[src/rtl/rxq_steer_pkg.sv]
package rxq_steer_pkg;

  typedef struct packed {
    logic [31:0] src_ip;
    logic [31:0] dst_ip;
    logic [15:0] src_port;
    logic [15:0] dst_port;
  } rxq_flow_t;

  function automatic logic [31:0] rxq_fold(input rxq_flow_t f);
    return f.src_ip ^ f.dst_ip ^ {16'h0000, f.src_port} ^ {16'h0000, f.dst_port};
  endfunction

endpackage

[src/rtl/rxq_flow_reg.sv]
module rxq_flow_reg
  import rxq_steer_pkg::*;
(
  input  logic      clk,
  input  logic      rst_n,
  input  logic      en,
  input  logic      in_valid,
  input  rxq_flow_t in_flow,
  output logic      out_valid,
  output rxq_flow_t out_flow
);

  always_ff @(posedge clk) begin
    if (!rst_n) begin
      out_valid <= 1'b0;
      out_flow  <= '0;
    end else if (en) begin
      out_valid <= in_valid;
      if (in_valid) out_flow <= in_flow;
    end
  end

endmodule

[src/rtl/rxq_hash_mod.sv]
module rxq_hash_mod
  import rxq_steer_pkg::*;
#(
  parameter int PRIME = 31,
  parameter int IW    = 5
) (
  input  logic          clk,
  input  logic          rst_n,
  input  logic          en,
  input  logic          in_valid,
  input  rxq_flow_t     in_flow,
  output logic          out_valid,
  output logic [IW-1:0] out_idx
);

  logic [31:0] raw;
  logic [31:0] rem;

  always_comb begin
    raw = rxq_fold(in_flow);
    rem = raw % 32'(PRIME);
  end

  always_ff @(posedge clk) begin
    if (!rst_n) begin
      out_valid <= 1'b0;
      out_idx   <= '0;
    end else if (en) begin
      out_valid <= in_valid;
      if (in_valid) out_idx <= IW'(rem);
    end
  end

  // a reduced index never reaches the modulus
  a_r3_idx_below_prime: assert property (@(posedge clk) disable iff (!rst_n)
    out_valid |-> (32'(out_idx) < 32'(PRIME)));

endmodule

[src/rtl/rxq_redir_table.sv]
module rxq_redir_table #(
  parameter int NUM_Q = 4,
  parameter int DEPTH = 32,
  parameter int QW    = 2,
  parameter int IW    = 5
) (
  input  logic          clk,
  input  logic          rst_n,
  input  logic          en,
  input  logic          rd_valid,
  input  logic [IW-1:0] rd_idx,
  input  logic          wr_en,
  input  logic [IW-1:0] wr_addr,
  input  logic [QW-1:0] wr_data,
  output logic          out_valid,
  output logic [QW-1:0] out_queue
);

  logic [QW-1:0] mem [DEPTH];

  always_ff @(posedge clk) begin
    if (!rst_n) begin
      for (int e = 0; e < DEPTH; e++) mem[e] <= QW'(e % NUM_Q);
    end else if (wr_en) begin
      mem[wr_addr] <= wr_data;
    end
  end

  // registered read: a same-edge write is not yet visible here
  always_ff @(posedge clk) begin
    if (!rst_n) begin
      out_valid <= 1'b0;
      out_queue <= '0;
    end else if (en) begin
      out_valid <= rd_valid;
      if (rd_valid) out_queue <= mem[rd_idx];
    end
  end

  // a write is visible at its entry one edge later
  a_r6_write_lands: assert property (@(posedge clk) disable iff (!rst_n)
    wr_en |=> (mem[$past(wr_addr)] == $past(wr_data)));

endmodule

[src/rtl/rxq_irq_decode.sv]
module rxq_irq_decode #(
  parameter int NUM_Q = 4,
  parameter int QW    = 2
) (
  input  logic             fire,
  input  logic [QW-1:0]    queue,
  output logic [NUM_Q-1:0] irq
);

  for (genvar q = 0; q < NUM_Q; q++) begin : g_line
    assign irq[q] = fire && (queue == QW'(q));
  end

endmodule

[src/rtl/rxq_steer.sv]
module rxq_steer
  import rxq_steer_pkg::*;
#(
  parameter int NUM_Q = 4,
  parameter int PRIME = 31,
  localparam int QW    = (NUM_Q > 1) ? $clog2(NUM_Q) : 1,
  localparam int IW    = (PRIME > 1) ? $clog2(PRIME) : 1,
  localparam int DEPTH = 1 << IW
) (
  input  logic             clk,
  input  logic             rst_n,
  input  logic             in_valid,
  output logic             in_ready,
  input  logic [31:0]      in_src_ip,
  input  logic [31:0]      in_dst_ip,
  input  logic [15:0]      in_src_port,
  input  logic [15:0]      in_dst_port,
  output logic             out_valid,
  input  logic             out_ready,
  output logic [QW-1:0]    out_queue,
  output logic [NUM_Q-1:0] out_irq,
  input  logic             cfg_we,
  input  logic [IW-1:0]    cfg_addr,
  input  logic [QW-1:0]    cfg_data
);

  rxq_flow_t     in_flow;
  rxq_flow_t     s0_flow;
  logic          s0_valid;
  logic          s1_valid;
  logic [IW-1:0] s1_idx;
  logic          advance;

  assign in_flow = '{src_ip: in_src_ip, dst_ip: in_dst_ip,
                     src_port: in_src_port, dst_port: in_dst_port};

  // one enable for all stages: hold everything while the output waits
  assign advance  = !out_valid || out_ready;
  assign in_ready = advance;

  rxq_flow_reg u_capture (
    .clk(clk), .rst_n(rst_n), .en(advance),
    .in_valid(in_valid), .in_flow(in_flow),
    .out_valid(s0_valid), .out_flow(s0_flow)
  );

  rxq_hash_mod #(.PRIME(PRIME), .IW(IW)) u_hash (
    .clk(clk), .rst_n(rst_n), .en(advance),
    .in_valid(s0_valid), .in_flow(s0_flow),
    .out_valid(s1_valid), .out_idx(s1_idx)
  );

  rxq_redir_table #(.NUM_Q(NUM_Q), .DEPTH(DEPTH), .QW(QW), .IW(IW)) u_table (
    .clk(clk), .rst_n(rst_n), .en(advance),
    .rd_valid(s1_valid), .rd_idx(s1_idx),
    .wr_en(cfg_we), .wr_addr(cfg_addr), .wr_data(cfg_data),
    .out_valid(out_valid), .out_queue(out_queue)
  );

  rxq_irq_decode #(.NUM_Q(NUM_Q), .QW(QW)) u_irq (
    .fire(out_valid && out_ready), .queue(out_queue), .irq(out_irq)
  );

  // a waiting result is held unchanged
  a_r8_hold_stable: assert property (@(posedge clk) disable iff (!rst_n)
    (out_valid && !out_ready) |=> (out_valid && $stable(out_queue)));

  // interrupt lines pulse only on an output transfer, one at a time
  a_r7_irq_onehot: assert property (@(posedge clk) disable iff (!rst_n)
    $onehot0(out_irq));
  a_r7_irq_on_transfer: assert property (@(posedge clk) disable iff (!rst_n)
    (|out_irq) |-> (out_valid && out_ready));

  // an index ready to read reaches the output when not stalled
  a_r9_flow_through: assert property (@(posedge clk) disable iff (!rst_n)
    (s1_valid && advance) |=> out_valid);

endmodule

[config.mk]
export PLATFORM = sky130hd
export DESIGN_NAME = rxq_steer
export DESIGN_NICKNAME = d
export VERILOG_FILES = /design/src/rtl/rxq_steer_pkg.sv /design/src/rtl/rxq_flow_reg.sv /design/src/rtl/rxq_hash_mod.sv /design/src/rtl/rxq_redir_table.sv /design/src/rtl/rxq_irq_decode.sv /design/src/rtl/rxq_steer.sv
export SDC_FILE = /design/constraint.sdc
export NUM_CORES = 1
export LEC_CHECK = 0
export BUFFER_PORTS_ARGS = -buffer_cell sky130_fd_sc_hd__buf_2
export CORE_MARGIN = 4
export CORE_UTILIZATION = 31
export CTS_CLUSTER_DIAMETER = 200
export DETAILED_ROUTE_END_ITERATION = 10
export GPL_ROUTABILITY_DRIVEN = 0
export HOLD_SLACK_MARGIN = 0.02
export PLACE_DENSITY = 0.59
export SLEW_MARGIN = 30
export SYNTH_ARGS = -nofsm -noshare
export SYNTH_HDL_FRONTEND = slang
export SYNTH_SLANG_ARGS = --single-unit
[constraint.sdc]
create_clock -name clk -period 26.4 [get_ports clk]
set_clock_uncertainty 0.1 [all_clocks]
set_input_delay 5.28 -clock clk [delete_from_list [all_inputs] [get_ports clk]]
set_output_delay 5.28 -clock clk [all_outputs]
set_load 0.05 [all_outputs]
==> qor.yml, run 1 <==
run_status: "finished clean"
hold_viol_final: 0
boundaryPins: 116
met1_usage_pct: 21.55
num_rows: 75
multi_input_area_um2: 8753
yosysMostFrequentCell: "nand2_1"
cts_sinks: 170
hpwlAfterDp_um: 26720
clk_latency_ns: 0.48
die_area_um2: 45560
clock_path_buffers: 2
use_met2_pct: 25.78
sw_frac_of_total_pct: 52.90
leakagePower_nw: 5.368
synth_commonest_cells: "nand2_1, a21oi_1, dfxtp_1"
ctsHoldBuffers: 0
drv_slew: 0
setup_viol: 0
slowest_stage: "a2111oi_2"
overflow: 0
antenna_found_initial: 0
whs_ns: 0.3653
power_density_nw_per_um2: 153.9
postRouteAntennaNets: 0
post_cts_buffers: 0
nets: 1732
dieHeight_um: 213.5
yosys_warnings: 0
arrival_ns: 16.69
min_from: "u_capture.out_flow[40]"
avgSynthCellArea_um2: 8.447
rsz0062_at_grt: "no"
fin_crit_sh_pct: 62.11
path_clk_slew_ns: 0.07
synth_seq_cells: 170
cts.htree.levels: 4
critPathKind: "reg2reg"
vias: 12255
ys_seq_area_share_pct: 30.90
cp_data_required_time_ns: 26.69
drt_pass1_iterations: 5
cts_tree: "built"
syn-num-nets: 1659
ys.flop_type: "dfxtp_1"
core-area_um2: 41850
crit_start: "u_capture.out_flow[61]"
syn_to_final_growth_pct: 12.17
intPower_mw: 1.064
routed_wl_um: 36580
grt_max_degree: 71
fmax_ghz: 0.06098
setup_tns_ns: 0
drt-wirelength-per-cell_um: 16.83
pwr-share-clk_pct: 10.5
first_iter_violations: 1058
pwr-share-seq_pct: 13.4
gr-usage-all-layers_pct: 15.92
top_usage_layer: "met2"
period_minus_slack_ns: 16.40
relSlewSlack_pct: 40.80
port_buffers: 115
die_x_um: 213.5
hp-class: "reg2reg"
max_cap_violations: 0
ys_top_cells_by_area: "dfxtp_1, edfxtp_1, nand2_1"
synthCells: 1549
p_sw_mw: 1.195
initial_core_util_pct: 31.26
syn-cell-area_um2: 13090
grtUsageMet3_pct: 3.570
synthArstFlopShare_pct: 0
grt_pass1_vias: 11544
cts_root_buffer: "clkbuf_16"
yosysTopAreaCellShare_pct: 16.22
avgViaCountPerCell: 5.637
cts_buffers: 17
worst_ir_drop_vdd_uv: 105.4
ys_types: 129
cts_resized: 0
combPwrFrac_pct: 76.1
num-fill-cells: 4336
startpoint_type: "flop"
synth.largest_area_cell: "dfxtp_1"
grt_first_pass_wirelength_um: 58650
synth_edf_count: 64
critPathMaxFanout: 15
diodes: 0
timing.rr.start: "u_capture.out_flow[61]"
drive_gt1_share_pct: 17.61
cp-end-kind: "flop"
drc: 0
worst_pin_slew_ns: 0.8848
seq_area_um2: 4044
slowest_delay_ns: 0.69
==> cells in the final DEF, fill, tap and decap left out, types with 31 or more instances in the layout <==
master	count
nand2_1	284
a21oi_1	157
buf_2	115
dfxtp_1	106
nor2_1	69
o21ai_0	66
xnor2_1	64
edfxtp_1	64
and3_1	48
xor2_1	43
nand3_1	43
nor3_1	31
==> flip-flops by register name, summed over array words and instances, names as in the netlist <==
register / flops
u_table.out_queue: 2
u_hash.out_idx: 5
u_capture.out_valid: 1
u_capture.out_flow: 96
u_table.mem: 64
u_table.out_valid: 1
u_hash.out_valid: 1
==> metrics by stage <==
step	setup slack (ns)	power [mW]	cells	cell area [um2]	utilization, %
after global placement	10.58	1.975	2141	14120	33.75
after CTS	10.23	2.241	2174	14680	35.07
final	10.00	2.258	2174	14680	35.07
after global routing	8.767	2.460	2174	14680	35.07
after floorplan	12.36	1.691	1549	13090	-
after detailed placement	10.28	1.991	2142	14150	33.81
==> metal layers <==
layer  routed length [um]  part of all wire, %  vias up
li1                     -                    -     5999
met2                16820                   46      382
met3                 2170                  5.9       45
met4                  566                  1.5        0
met5                    0                    0        -
met1                17020                   47     5829
==> power groups by stage <==
stage	sequential, mW	clock (mW)	combinational (mW)
after floorplan	0.303	0	1.39
after detailed placement	0.309	0	1.68
after global routing	0.305	0.258	1.90
after CTS	0.303	0.246	1.69
final	0.303	0.237	1.72
after global placement	0.308	0	1.67
==> worst paths after layout <==
kind / end / slack (ns) / depth (start not counted)
hold reg to reg: u_capture.out_flow[40] / 0.37 / 2
setup / recovery: u_hash.out_idx[0] / 10.00 / 52
setup reg to reg: u_hash.out_idx[0] / 10.00 / 52
hold / removal: u_capture.out_flow[40] / 0.37 / 2
==> final cells by class <==
cell class / count / share of cell area (%)
multi-input combinational: 1302 / 59.64
sequential: 170 / 27.55
tap: 539 / 4.595
timing repair buffer: 121 / 4.365
clock buffer: 21 / 3.001
clock inverter: 11 / 0.5882
inverter: 10 / 0.2643
==> kinds of logic (layout without fill, tap and decap cells) <==
family          Yosys count  in the layout  synth area share (%)
simple gates            630            630                 24.07
compound gates          513            513                 29.18
flops                   170            170                 30.90
xor+xnor                111            111                 7.659
buf+inv                  77            163                 2.314
mux                      46             46                 5.680
fa+ha+maj                 2              2                0.1912
==> worst max-delay path: cells and delay by family (launching register included) <==
family,cells,cell delay (ns)
adders and majority gates,2,0.41
AOI/OAI and AO/OA,23,7.46
DFF,1,0.37
muxes,4,1.68
and+or+nand+nor,17,4.73
buffers and inverters,1,0.07
xor gates and xnor gates,5,1.44
Power figures use the tool's default switching activity.
==> inputs of run 2 (changes only) <==
==> constraint.sdc (replaced) <==
create_clock -name clk -period 16.8 [get_ports clk]
set_clock_uncertainty 0.1 [all_clocks]
set_input_delay 3.36 -clock clk [delete_from_list [all_inputs] [get_ports clk]]
set_output_delay 3.36 -clock clk [all_outputs]
set_load 0.05 [all_outputs]
==> qor.yml, run 2 (same netlist as run 1, synthesis figures left out) <==
run_status: "finished clean"  # unchanged
final-instance-count-excl-fill: 2179  # was 2174
worst_pin_slew_ns: 0.8936  # was 0.8848 ns
cts_root_buffer: "clkbuf_16"  # unchanged
drt_pass1_iterations: 7  # was 5
ctsHoldBuffers: 0  # unchanged
setup_viol: 0  # unchanged
die_area_um2: 45560  # unchanged
pwr-share-clk_pct: 10.7  # was 10.5%
cts.htree.levels: 4  # unchanged
fin_total_pwr_mw: 3.596  # was 2.258 mW
cts_tree: "built"  # unchanged
routed_wl_um: 36850  # was 36580 um
final_area_um2: 14860  # was 14680 um2
drt-wirelength-per-cell_um: 16.91  # was 16.83 um
path_clk_slew_ns: 0.07  # about the same
cp_data_required_time_ns: 17.09  # was 26.69 ns
min_to: "u_capture.out_flow[35]"  # was u_capture.out_flow[40]
hpwlAfterDp_um: 26830  # was 26720 um
fin_crit_sh_pct: 93.99  # was 62.11%
clock_path_buffers: 2  # unchanged
startpoint_type: "flop"  # unchanged
cp-end-kind: "flop"  # unchanged
r2r_setup_slack_ns: 1.01  # was 10.00 ns
regToRegEndpoint: "u_hash.out_idx[0]"  # unchanged
slowest_delay_ns: 0.58  # was 0.69 ns
die_x_um: 213.5  # unchanged
relSlewSlack_pct: 40.34  # was 40.80%
cts_buffers: 17  # unchanged
min_from: "u_capture.out_flow[35]"  # was u_capture.out_flow[40]
gr-usage-all-layers_pct: 15.79  # was 15.92%
slowest_stage: "xnor2_1"  # was a2111oi_2
top_regs: "u_capture.out_flow: 96 flops, u_table.mem: 64 flops, u_hash.out_idx: 5 flops"  # unchanged
diodes: 0  # unchanged
worst_ir_drop_vdd_uv: 203.9  # was 105.4 uV
grt_pass1_vias: 11580  # was 11.54k
placed_cell_area_um2: 14150  # unchanged
layout_common_cells: "nand2_1, a21oi_1, buf_2, dfxtp_1, nor2_1"  # unchanged
dieHeight_um: 213.5  # unchanged
period_minus_slack_ns: 15.79  # was 16.40 ns
regMostFlops: "u_capture.out_flow"  # unchanged
arrival_ns: 16.08  # was 16.69 ns
final_common_cell: "nand2_1"  # unchanged
leakagePower_nw: 5.421  # was 5.368 nW
clk_latency_ns: 0.48  # about the same
whs_ns: 0.3657  # was 0.3653 ns
avgViaCountPerCell: 5.644  # was 5.637
drc: 0  # unchanged
intPower_mw: 1.699  # was 1.064 mW
hold_viol_final: 0  # unchanged
pwr-share-seq_pct: 13.3  # was 13.4%
critPathKind: "reg2reg"  # unchanged
timing.rr.start: "u_capture.out_flow[95]"  # was u_capture.out_flow[61]
largest_reg_flops: 96  # unchanged
hp-class: "reg2reg"  # unchanged
port_buffers: 115  # unchanged
combPwrFrac_pct: 76.1  # about the same
sw_frac_of_total_pct: 52.76  # was 52.90%
fmax_ghz: 0.06333  # was 0.06098 GHz
reg2reg_depth: 53  # was 52
boundaryPins: 116  # unchanged
core-area_um2: 41850  # unchanged
pre_cts_slack_ns: 0.7771  # was 10.28 ns
place_inst: 2142  # unchanged
drv_slew: 0  # unchanged
nets: 1737  # was 1732
max_cap_violations: 0  # unchanged
num_rows: 75  # unchanged
overflow: 0  # unchanged
vias: 12299  # was 12.26k
initial_core_util_pct: 31.26  # unchanged
fin_util_pct: 35.52  # was 35.07%
grt_max_degree: 71  # unchanged
setup_tns_ns: 0  # unchanged
setup_ws_ns: 1.010  # was 10.00 ns
power_density_nw_per_um2: 241.9  # was 153.9 nW/um2
grt_first_pass_wirelength_um: 58560  # was 58650 um
antenna_found_initial: 0  # unchanged
hold_depth: 2  # unchanged
p_sw_mw: 1.897  # was 1.195 mW
syn_to_final_growth_pct: 13.60  # was 12.17%
postRouteAntennaNets: 0  # unchanged
cts_sinks: 170  # unchanged
critPathMaxFanout: 11  # was 15
drive_gt1_share_pct: 18.41  # was 17.61%
first_iter_violations: 1076  # was 1058
## run 2: layer usage
metal | vias up | GRT usage [%] | share of wire, %
met3 | 44 | 3.482 | 5.4
li1 | 6001 | - | -
met4 | 0 | 4.127 | 1.6
met1 | 5871 | 21.25 | 47
met2 | 383 | 25.87 | 46
met5 | - | 0 | 0
## run 2: layout make-up
class	count	area, um2
clock buffers	22	465.4
clock inverters	10	82.58
fillers	4255	26990
inverters	10	38.79
multi-input cells	1302	8881
flip-flops and latches	170	4044
well taps	539	674.4
repair buffers	126	678.2
## run 2: worst max-delay path: cells and delay by family (launching register included)
kind / cells / cell delay (ns)
buffers and inverters: 2 / 0.29
and+or+nand+nor: 15 / 4.04
muxes: 3 / 1.21
DFF: 1 / 0.38
xor gates and xnor gates: 5 / 1.29
adders and majority gates: 2 / 0.40
AOI/OAI and AO/OA: 26 / 7.98
## run 2: worst max-delay path by stage
stage	from	end	slack [ns]	cells after the start
after detailed placement	u_capture.out_flow[93]	u_hash.out_idx[0]	0.78	52
after floorplan	u_capture.out_flow[92]	u_hash.out_idx[0]	2.76	53
final	u_capture.out_flow[95]	u_hash.out_idx[0]	1.01	53
after CTS	u_capture.out_flow[93]	u_hash.out_idx[0]	0.69	52
after global placement	u_capture.out_flow[61]	u_hash.out_idx[0]	0.98	52
after global routing	u_capture.out_flow[62]	u_hash.out_idx[0]	-0.003	52
## run 2: power groups by stage
stage | Sequential, mW | Combinational, mW | Clock [mW]
final | 0.477 | 2.74 | 0.384
after global routing | 0.480 | 3.00 | 0.416
after CTS | 0.476 | 2.66 | 0.400
after detailed placement | 0.486 | 2.65 | 0
after global placement | 0.484 | 2.62 | 0
after floorplan | 0.477 | 2.18 | 0
## run 2: what timing repair did
item | CTS | global route
buffers inserted | 0 | 5
endpoints found under the setup margin | 0 | 5
gates resized for setup | 0 | 18
hold endpoints to repair | 0 | 0
